## src/rtl/rxbuf_pkg.sv

```systemverilog
package rxbuf_pkg;

  localparam int unsigned CTL_EN_BIT = 7;
  localparam int unsigned EV_FULL_BIT = 3;
  localparam int unsigned EV_THR_BIT = 1;
  localparam int unsigned EV_EMPTY_BIT = 0;

  typedef struct packed {
    logic full;
    logic thr;
    logic empty;
  } evt_t;

  // Next pointer position with wrap at the queue depth.
  function automatic int unsigned wrap_inc(int unsigned p, int unsigned depth);
    return (p + 1 == depth) ? 0 : p + 1;
  endfunction

  // A push alone lands the count on 'lvl'.
  function automatic logic step_into(int unsigned cnt, int unsigned lvl,
                                     logic up, logic down);
    return up && !down && (cnt + 1 == lvl);
  endfunction

  // A pop alone takes the last byte.
  function automatic logic step_out(int unsigned cnt, logic up, logic down);
    return down && !up && (cnt == 1);
  endfunction

  function automatic evt_t bits_to_evt(logic [7:0] v);
    return '{full: v[EV_FULL_BIT], thr: v[EV_THR_BIT], empty: v[EV_EMPTY_BIT]};
  endfunction

  function automatic logic [7:0] evt_to_bits(evt_t e);
    logic [7:0] v;
    v = '0;
    v[EV_FULL_BIT] = e.full;
    v[EV_THR_BIT] = e.thr;
    v[EV_EMPTY_BIT] = e.empty;
    return v;
  endfunction

endpackage

```

## src/rtl/rxbuf_store.sv

```systemverilog
module rxbuf_store #(
  parameter int unsigned WIDTH = 8,
  parameter int unsigned DEPTH = 8,
  localparam int unsigned PTR_W = (DEPTH > 1) ? $clog2(DEPTH) : 1,
  localparam int unsigned CNT_W = $clog2(DEPTH + 1)
) (
  input  logic             clk,
  input  logic             rst_n,
  input  logic             en,
  input  logic             push_req,
  input  logic [WIDTH-1:0] push_data,
  input  logic             pop_req,
  output logic [WIDTH-1:0] head_data,
  output logic [CNT_W-1:0] count,
  output logic             push_ok,
  output logic             pop_ok
);
  import rxbuf_pkg::*;

  logic [WIDTH-1:0] mem [DEPTH];
  logic [PTR_W-1:0] wr_ptr, rd_ptr;
  logic             is_full, is_empty;
  logic             drop_evt;

  assign is_full  = (count == CNT_W'(DEPTH));
  assign is_empty = (count == '0);
  assign pop_ok   = en && pop_req && !is_empty;
  assign push_ok  = en && push_req && (!is_full || pop_ok);
  assign drop_evt = en && push_req && is_full && !pop_ok;
  assign head_data = is_empty ? '0 : mem[rd_ptr];

  always_ff @(posedge clk) begin
    if (push_ok) mem[wr_ptr] <= push_data;
  end

  always_ff @(posedge clk or negedge rst_n) begin
    if (!rst_n) begin
      wr_ptr <= '0;
      rd_ptr <= '0;
      count  <= '0;
    end else if (!en) begin
      wr_ptr <= '0;
      rd_ptr <= '0;
      count  <= '0;
    end else begin
      if (push_ok) wr_ptr <= PTR_W'(wrap_inc(32'(wr_ptr), DEPTH));
      if (pop_ok)  rd_ptr <= PTR_W'(wrap_inc(32'(rd_ptr), DEPTH));
      case ({push_ok, pop_ok})
        2'b10:   count <= count + 1'b1;
        2'b01:   count <= count - 1'b1;
        default: count <= count;
      endcase
    end
  end

  p_no_overflow_r3: assert property (@(posedge clk) disable iff (!rst_n)
    drop_evt |=> (count == CNT_W'(DEPTH)) && $stable(wr_ptr));

  p_empty_pop_r4: assert property (@(posedge clk) disable iff (!rst_n)
    (pop_req && is_empty && !push_req) |=> (count == '0) && $stable(rd_ptr));

  p_flush_r11: assert property (@(posedge clk) disable iff (!rst_n)
    !en |=> (count == '0));

  p_count_bound_r2: assert property (@(posedge clk) disable iff (!rst_n)
    count <= CNT_W'(DEPTH));

endmodule

```

## src/rtl/rxbuf_flags.sv

```systemverilog
module rxbuf_flags #(
  parameter int unsigned DEPTH = 8,
  parameter int unsigned THRESH = 4,
  localparam int unsigned CNT_W = $clog2(DEPTH + 1)
) (
  input  logic             clk,
  input  logic             rst_n,
  input  logic [CNT_W-1:0] count,
  input  logic             push_ok,
  input  logic             pop_ok,
  input  logic             sw_wr,
  input  rxbuf_pkg::evt_t  sw_val,
  input  rxbuf_pkg::evt_t  ie,
  output rxbuf_pkg::evt_t  stat,
  output logic             irq
);
  import rxbuf_pkg::*;

  evt_t hit;
  evt_t stat_n;

  always_comb begin
    hit.thr   = step_into(32'(count), THRESH, push_ok, pop_ok);
    hit.full  = step_into(32'(count), DEPTH, push_ok, pop_ok);
    hit.empty = step_out(32'(count), push_ok, pop_ok);
    stat_n    = evt_t'((sw_wr ? sw_val : stat) | hit);
  end

  always_ff @(posedge clk or negedge rst_n) begin
    if (!rst_n) begin
      stat <= '0;
      irq  <= 1'b0;
    end else begin
      stat <= stat_n;
      irq  <= |(stat & ie);
    end
  end

  p_thr_set_r5: assert property (@(posedge clk) disable iff (!rst_n)
    hit.thr |=> stat.thr);

  p_full_set_r6: assert property (@(posedge clk) disable iff (!rst_n)
    hit.full |=> stat.full);

  p_empty_set_r7: assert property (@(posedge clk) disable iff (!rst_n)
    hit.empty |=> stat.empty);

  p_sticky_r8: assert property (@(posedge clk) disable iff (!rst_n)
    (stat.full && !sw_wr) |=> stat.full);

  p_irq_cause_r10: assert property (@(posedge clk) disable iff (!rst_n)
    $rose(irq) |-> ($past(stat & ie) != '0));

endmodule

```

## src/rtl/rxbuf_evt_top.sv

```systemverilog
module rxbuf_evt_top #(
  parameter int unsigned WIDTH = 8,
  parameter int unsigned DEPTH = 8,
  parameter int unsigned THRESH = DEPTH / 2,
  localparam int unsigned CNT_W = $clog2(DEPTH + 1)
) (
  input  logic             clk,
  input  logic             rst_n,
  input  logic             byte_vld,
  input  logic [WIDTH-1:0] byte_data,
  input  logic             pop,
  output logic [WIDTH-1:0] pop_data,
  input  logic             reg_wr,
  input  logic             reg_sel,
  input  logic [7:0]       reg_wdata,
  output logic [7:0]       reg_rdata,
  output logic             irq
);
  import rxbuf_pkg::*;

  logic             en_q;
  evt_t             ie_q;
  evt_t             stat;
  logic [CNT_W-1:0] count;
  logic             push_ok, pop_ok;
  logic             ctl_wr, st_wr;

  assign ctl_wr = reg_wr && !reg_sel;
  assign st_wr  = reg_wr && reg_sel;

  always_ff @(posedge clk or negedge rst_n) begin
    if (!rst_n) begin
      en_q <= 1'b0;
      ie_q <= '0;
    end else if (ctl_wr) begin
      en_q <= reg_wdata[CTL_EN_BIT];
      ie_q <= bits_to_evt(reg_wdata);
    end
  end

  always_comb begin
    if (reg_sel) begin
      reg_rdata = evt_to_bits(stat);
    end else begin
      reg_rdata = evt_to_bits(ie_q);
      reg_rdata[CTL_EN_BIT] = en_q;
    end
  end

  rxbuf_store #(.WIDTH(WIDTH), .DEPTH(DEPTH)) u_store (
    .clk       (clk),
    .rst_n     (rst_n),
    .en        (en_q),
    .push_req  (byte_vld),
    .push_data (byte_data),
    .pop_req   (pop),
    .head_data (pop_data),
    .count     (count),
    .push_ok   (push_ok),
    .pop_ok    (pop_ok)
  );

  rxbuf_flags #(.DEPTH(DEPTH), .THRESH(THRESH)) u_flags (
    .clk     (clk),
    .rst_n   (rst_n),
    .count   (count),
    .push_ok (push_ok),
    .pop_ok  (pop_ok),
    .sw_wr   (st_wr),
    .sw_val  (bits_to_evt(reg_wdata)),
    .ie      (ie_q),
    .stat    (stat),
    .irq     (irq)
  );

  p_reserved_r12: assert property (@(posedge clk) disable iff (!rst_n)
    (reg_rdata & (reg_sel ? 8'hF4 : 8'h74)) == 8'h00);

endmodule

```

## config.mk

```make
export PLATFORM = sky130hd
export DESIGN_NAME = rxbuf_evt_top
export DESIGN_NICKNAME = d
export VERILOG_FILES = /design/src/rtl/rxbuf_pkg.sv /design/src/rtl/rxbuf_store.sv /design/src/rtl/rxbuf_flags.sv /design/src/rtl/rxbuf_evt_top.sv
export SDC_FILE = /design/constraint.sdc
export NUM_CORES = 1
export LEC_CHECK = 0
export BUFFER_PORTS_ARGS = -buffer_cell sky130_fd_sc_hd__buf_2
export CELL_PAD_IN_SITES_DETAIL_PLACEMENT = 1
export CELL_PAD_IN_SITES_GLOBAL_PLACEMENT = 1
export CORE_MARGIN = 2
export CORE_UTILIZATION = 49
export DETAILED_ROUTE_END_ITERATION = 8
export GPL_ROUTABILITY_DRIVEN = 0
export PLACE_DENSITY_LB_ADDON = 0.12
export RECOVER_POWER = 100
export SLEW_MARGIN = 25
export SYNTH_ARGS = -nofsm -noshare
export SYNTH_HDL_FRONTEND = slang
export SYNTH_SLANG_ARGS = --single-unit
```

## constraint.sdc

```tcl
create_clock -name clk -period 3.36 [get_ports clk]
set_clock_uncertainty 0.2 [all_clocks]
set_input_delay 0.672 -clock clk [delete_from_list [all_inputs] [get_ports clk]]
set_output_delay 0.672 -clock clk [all_outputs]
set_load 0.02 [all_outputs]
```

==> run summary <==
The run finished with clean final reports. After layout, the worst path uses 89.3% of the clock period. Counting every instance in the synthesized netlist gives 236. For the worst slew margin relative to its limit, the log shows 28.5%.

Net switching is 30.1% of the power. After detailed routing, the total wire length is 7.75 mm. Via count normalized by instance count: 5.50. The worst min-delay path category was in2async. The clock drives 82 sinks. The worst setup path is captured at a primary output.

The first global-routing pass estimated 12.5 mm of wire. In this run the core area contains 31 standard-cell rows. The worst register-to-register path begins at en_q$_DFFE_PN0P_. Sequential cells account for 46.1% of the total power. The slew at the pin closest to its max-slew limit came out at 1.07 ns. STA classifies the critical path startpoint as a flop. The region available for standard cell placement spans 0.00725 mm². For the worst-skew pair, the clock arrives at the later sink with an insertion delay of 0.35 ns. The H-tree depth was 3. The longest clock path from root to sink contains 2 buffers.

The logs give 2270 for the number of global-route vias before repair and 1.84 mW for the design internal power. Among all flip-flop cells after synthesis, the most frequent one is sky130_fd_sc_hd__edfxtp_1. The tools report the count of pins on the block boundary as 39. Among all cell types in the netlist, the one instantiated most often is sky130_fd_sc_hd__edfxtp_1. In this run the cell area of the synthesized design comes to 0.00366 mm². Setup slack closes at 0.361 ns. Summed over all nets, the switching power comes to 793 µW. After synthesis, the most frequently instantiated cells are sky130_fd_sc_hd__edfxtp_1 (64), sky130_fd_sc_hd__dfrtp_1 (18), sky130_fd_sc_hd__mux4_2 (16), sky130_fd_sc_hd__nor2_1 (16), sky130_fd_sc_hd__nand2_1 (15).

The clock network accounts for 31.2% of the total power. Clock-pin slew was measured on the worst setup and hold paths at 0.09 ns. The critical path in this run is classified as reg2out. At the placement stage, the worst setup path has a slack of 0.744 ns. The root buffer selected by CTS was sky130_fd_sc_hd__clkbuf_8. For this run, the register share of the synthesized area comes to 64.9%.

Synthesis inferred 82 register bits. During placement, the flow inserted port buffers numbering 30. Cell taking the most area after synthesis: sky130_fd_sc_hd__edfxtp_1.

Detailed placement ended at an HPWL of 5.14 mm. The final layout contains 307 nets. TritonCTS built the clock tree. Summed over its instances, the top area cell type makes up 52.5% of the synthesized netlist area. The die area is 0.00817 mm², and the share of cells above drive strength 1 is 18.0%.

The count of cells resized by post-cts repair was 0. Hold repair after CTS inserted 0 buffers. The floorplan step set the die width to 90.4 µm. After detailed routing, the number of remaining DRC violations is 0. Global routing consumed, over all layers together, 20.7% of the routing resources. The run gives 4 as the first-pass iteration count of the detailed router. The minimum clock period works out to 3.00 ns. By area the synthesized netlist is led by sky130_fd_sc_hd__edfxtp_1 (53%), sky130_fd_sc_hd__dfrtp_1 (12%), sky130_fd_sc_hd__mux4_2 (9.9%), sky130_fd_sc_hd__mux2i_1 (3.3%), sky130_fd_sc_hd__mux2_2 (2.5%).

For this run, asynchronously set or reset flops after synthesis account for 22.0%. For this design the ratio of total power to cell area is 638 mW/mm². Yosys mapped a number of flops with a built-in enable equal to 64. The setup TNS after final layout was 0 ns; the largest net degree at the start of global routing was 19. Compared with the post-synthesis result, the final layout area differs by 12.8%. Setup repair after global routing left no endpoint under its margin. Setup violation total in the final timing report: 0. The tools report the number of clock buffers inserted by TritonCTS as 9. The synthesized netlist contains 45 unique library cells.

Initial antenna violation count: 0. Counting the fill cells in the layout gives 728. Data arrives at the worst endpoint at 2.13 ns. Combinational cells account for 22.7% of the total power. The startpoint of the worst setup timing path is u_store.count[0]$_DFFE_PN0P_. In this run the static leakage power is 1.44 nW. The number of routed nets with antenna violations was 0. Number of max-slew violations in the final report: 0.

In this run the post-CTS setup repair buffer count came out at 0. The run gives 0 as the final antenna diode count. The final hold violation count is 0, and the biggest fanout along the worst timing path is 10. Max-capacitance violation count: 0. For this run the aggregate overflow at the end of global routing stands at 0. For the number of warnings issued by yosys, the log shows 0.

For the largest voltage drop on the vdd net, the log shows 0.223 mV. The run gives 2107 as the count of vias placed by the detailed router. The final routed wire length divided by cell count came out at 20.2 µm.

The critical path required time came out at 2.49 ns. For the timing-limited maximum frequency, the log shows 0.333 GHz. The initial utilization of the core area, before any placement, comes to 50.4%. The die is 90.4 µm tall.

For this block, the initial DRC count from the detailed router was 136. Post-synthesis area per instance: 15.5 µm².
-- critical path: stages, from the launching register on --
cell and delay, ns:
sky130_fd_sc_hd__dfrtp_1 0.49, sky130_fd_sc_hd__inv_1 0.10, sky130_fd_sc_hd__ha_1 0.29, sky130_fd_sc_hd__nor3b_4 0.56, sky130_fd_sc_hd__nor2_1 0.12, sky130_fd_sc_hd__clkbuf_1 0.21
-- flip-flops by register name, summed over array words and instances (netlist names) --
signal / cells
en_q: 1
ie_q: 3
u_flags.irq: 1
u_flags.stat: 3
u_store.count: 4
u_store.mem: 64
u_store.rd_ptr: 3
u_store.wr_ptr: 3
-- power groups by stage --
stage	Combinational, mW	Sequential, mW	Clock [mW]
after floorplan	0.462	1.21	0
after global placement	0.605	1.23	0
final	0.597	1.21	0.821
after detailed placement	0.623	1.24	0
after CTS	0.629	1.21	0.843
after global routing	0.658	1.22	0.880
-- placed cells by master, fill, tap and decap left out, types with 2 or more instances in the layout --
cell and n:
sky130_fd_sc_hd__a31oi_1 2, sky130_fd_sc_hd__buf_4 2, sky130_fd_sc_hd__inv_6 2, sky130_fd_sc_hd__xor2_1 3, sky130_fd_sc_hd__edfxtp_1 64, sky130_fd_sc_hd__nand2b_1 3, sky130_fd_sc_hd__nor2_1 17, sky130_fd_sc_hd__clkbuf_1 33
sky130_fd_sc_hd__bufinv_16 2, sky130_fd_sc_hd__xnor2_1 2, sky130_fd_sc_hd__mux4_2 16, sky130_fd_sc_hd__inv_1 7, sky130_fd_sc_hd__o21ai_0 6, sky130_fd_sc_hd__nand3_1 6, sky130_fd_sc_hd__nor3_1 4, sky130_fd_sc_hd__and2_0 3
sky130_fd_sc_hd__nand4b_1 2, sky130_fd_sc_hd__dfrtp_1 18, sky130_fd_sc_hd__conb_1 4, sky130_fd_sc_hd__nor2b_1 4, sky130_fd_sc_hd__a21boi_0 2, sky130_fd_sc_hd__nand3b_1 2, sky130_fd_sc_hd__nand2_1 15, sky130_fd_sc_hd__inv_8 2
sky130_fd_sc_hd__mux2_2 7, sky130_fd_sc_hd__clkbuf_8 9, sky130_fd_sc_hd__o41ai_1 2, sky130_fd_sc_hd__buf_2 8, sky130_fd_sc_hd__ha_1 6, sky130_fd_sc_hd__mux2i_1 12
-- worst paths after layout --
kind                                                      end  slack [ns]  cells after the start
worst max-delay path                              pop_data[5]        0.36                      5
worst min-delay path             u_store.count[2]$_DFFE_PN0P_        0.28                      1
worst max register to register    u_store.mem[5][6]$_DFFE_PP_        0.42                      6
worst min register to register          u_flags.irq$_DFF_PN0_        0.34                      2
max in group asynchronous       u_store.rd_ptr[1]$_DFFE_PN0P_        2.02                      1
min in group clk                        u_flags.irq$_DFF_PN0_        0.34                      2
-- metal layers --
| layer | routed length [µm] | track usage [%] | vias to the layer above | share of wire (%) |
|---|---|---|---|---|
| li1 | - | - | 979 | - |
| met1 | 3540 | 28.1 | 1078 | 46 |
| met2 | 3840 | 33.5 | 41 | 50 |
| met3 | 264 | 4.42 | 9 | 3.4 |
| met4 | 106 | 7.44 | 0 | 1.4 |
| met5 | 0 | 0 | - | 0 |
-- metrics by stage --
stage | utilization, % | instance area [µm²] | power, mW | cells | hold WS [ns]
after floorplan | - | 3670 | 1.67 | 239 | 0.176
after global placement | 54.7 | 3970 | 1.84 | 367 | 0.314
after CTS | 57.9 | 4200 | 2.69 | 383 | 0.0341
after global routing | 56.9 | 4120 | 2.76 | 383 | 0.334
final | 56.9 | 4120 | 2.63 | 383 | 0.284
after detailed placement | 54.7 | 3970 | 1.86 | 367 | 0.317
-- cell families (layout without fill, tap and decap cells) --
kind of cell	after synthesis	count (layout)	share of synthesized area (%)
simple gates	64	64	9.34
mux	36	36	15.6
compound gates	20	20	3.87
flops	82	82	64.9
xor+xnor	5	5	1.20
other cells	1	4	0.103
buf+inv	22	67	2.98
fa+ha+maj	6	6	2.05
-- area by class of cell --
type,instances,area [µm²],area share [%]
clock buffer,9,124,3.00
clock inverter,7,109,2.64
inverter,7,26.3,0.637
multi-input combinational,135,1180,28.7
sequential,82,2370,57.5
tap,99,124,3.00
timing repair buffer,44,184,4.46
Note: power is estimated with default switching activity, not from simulation.
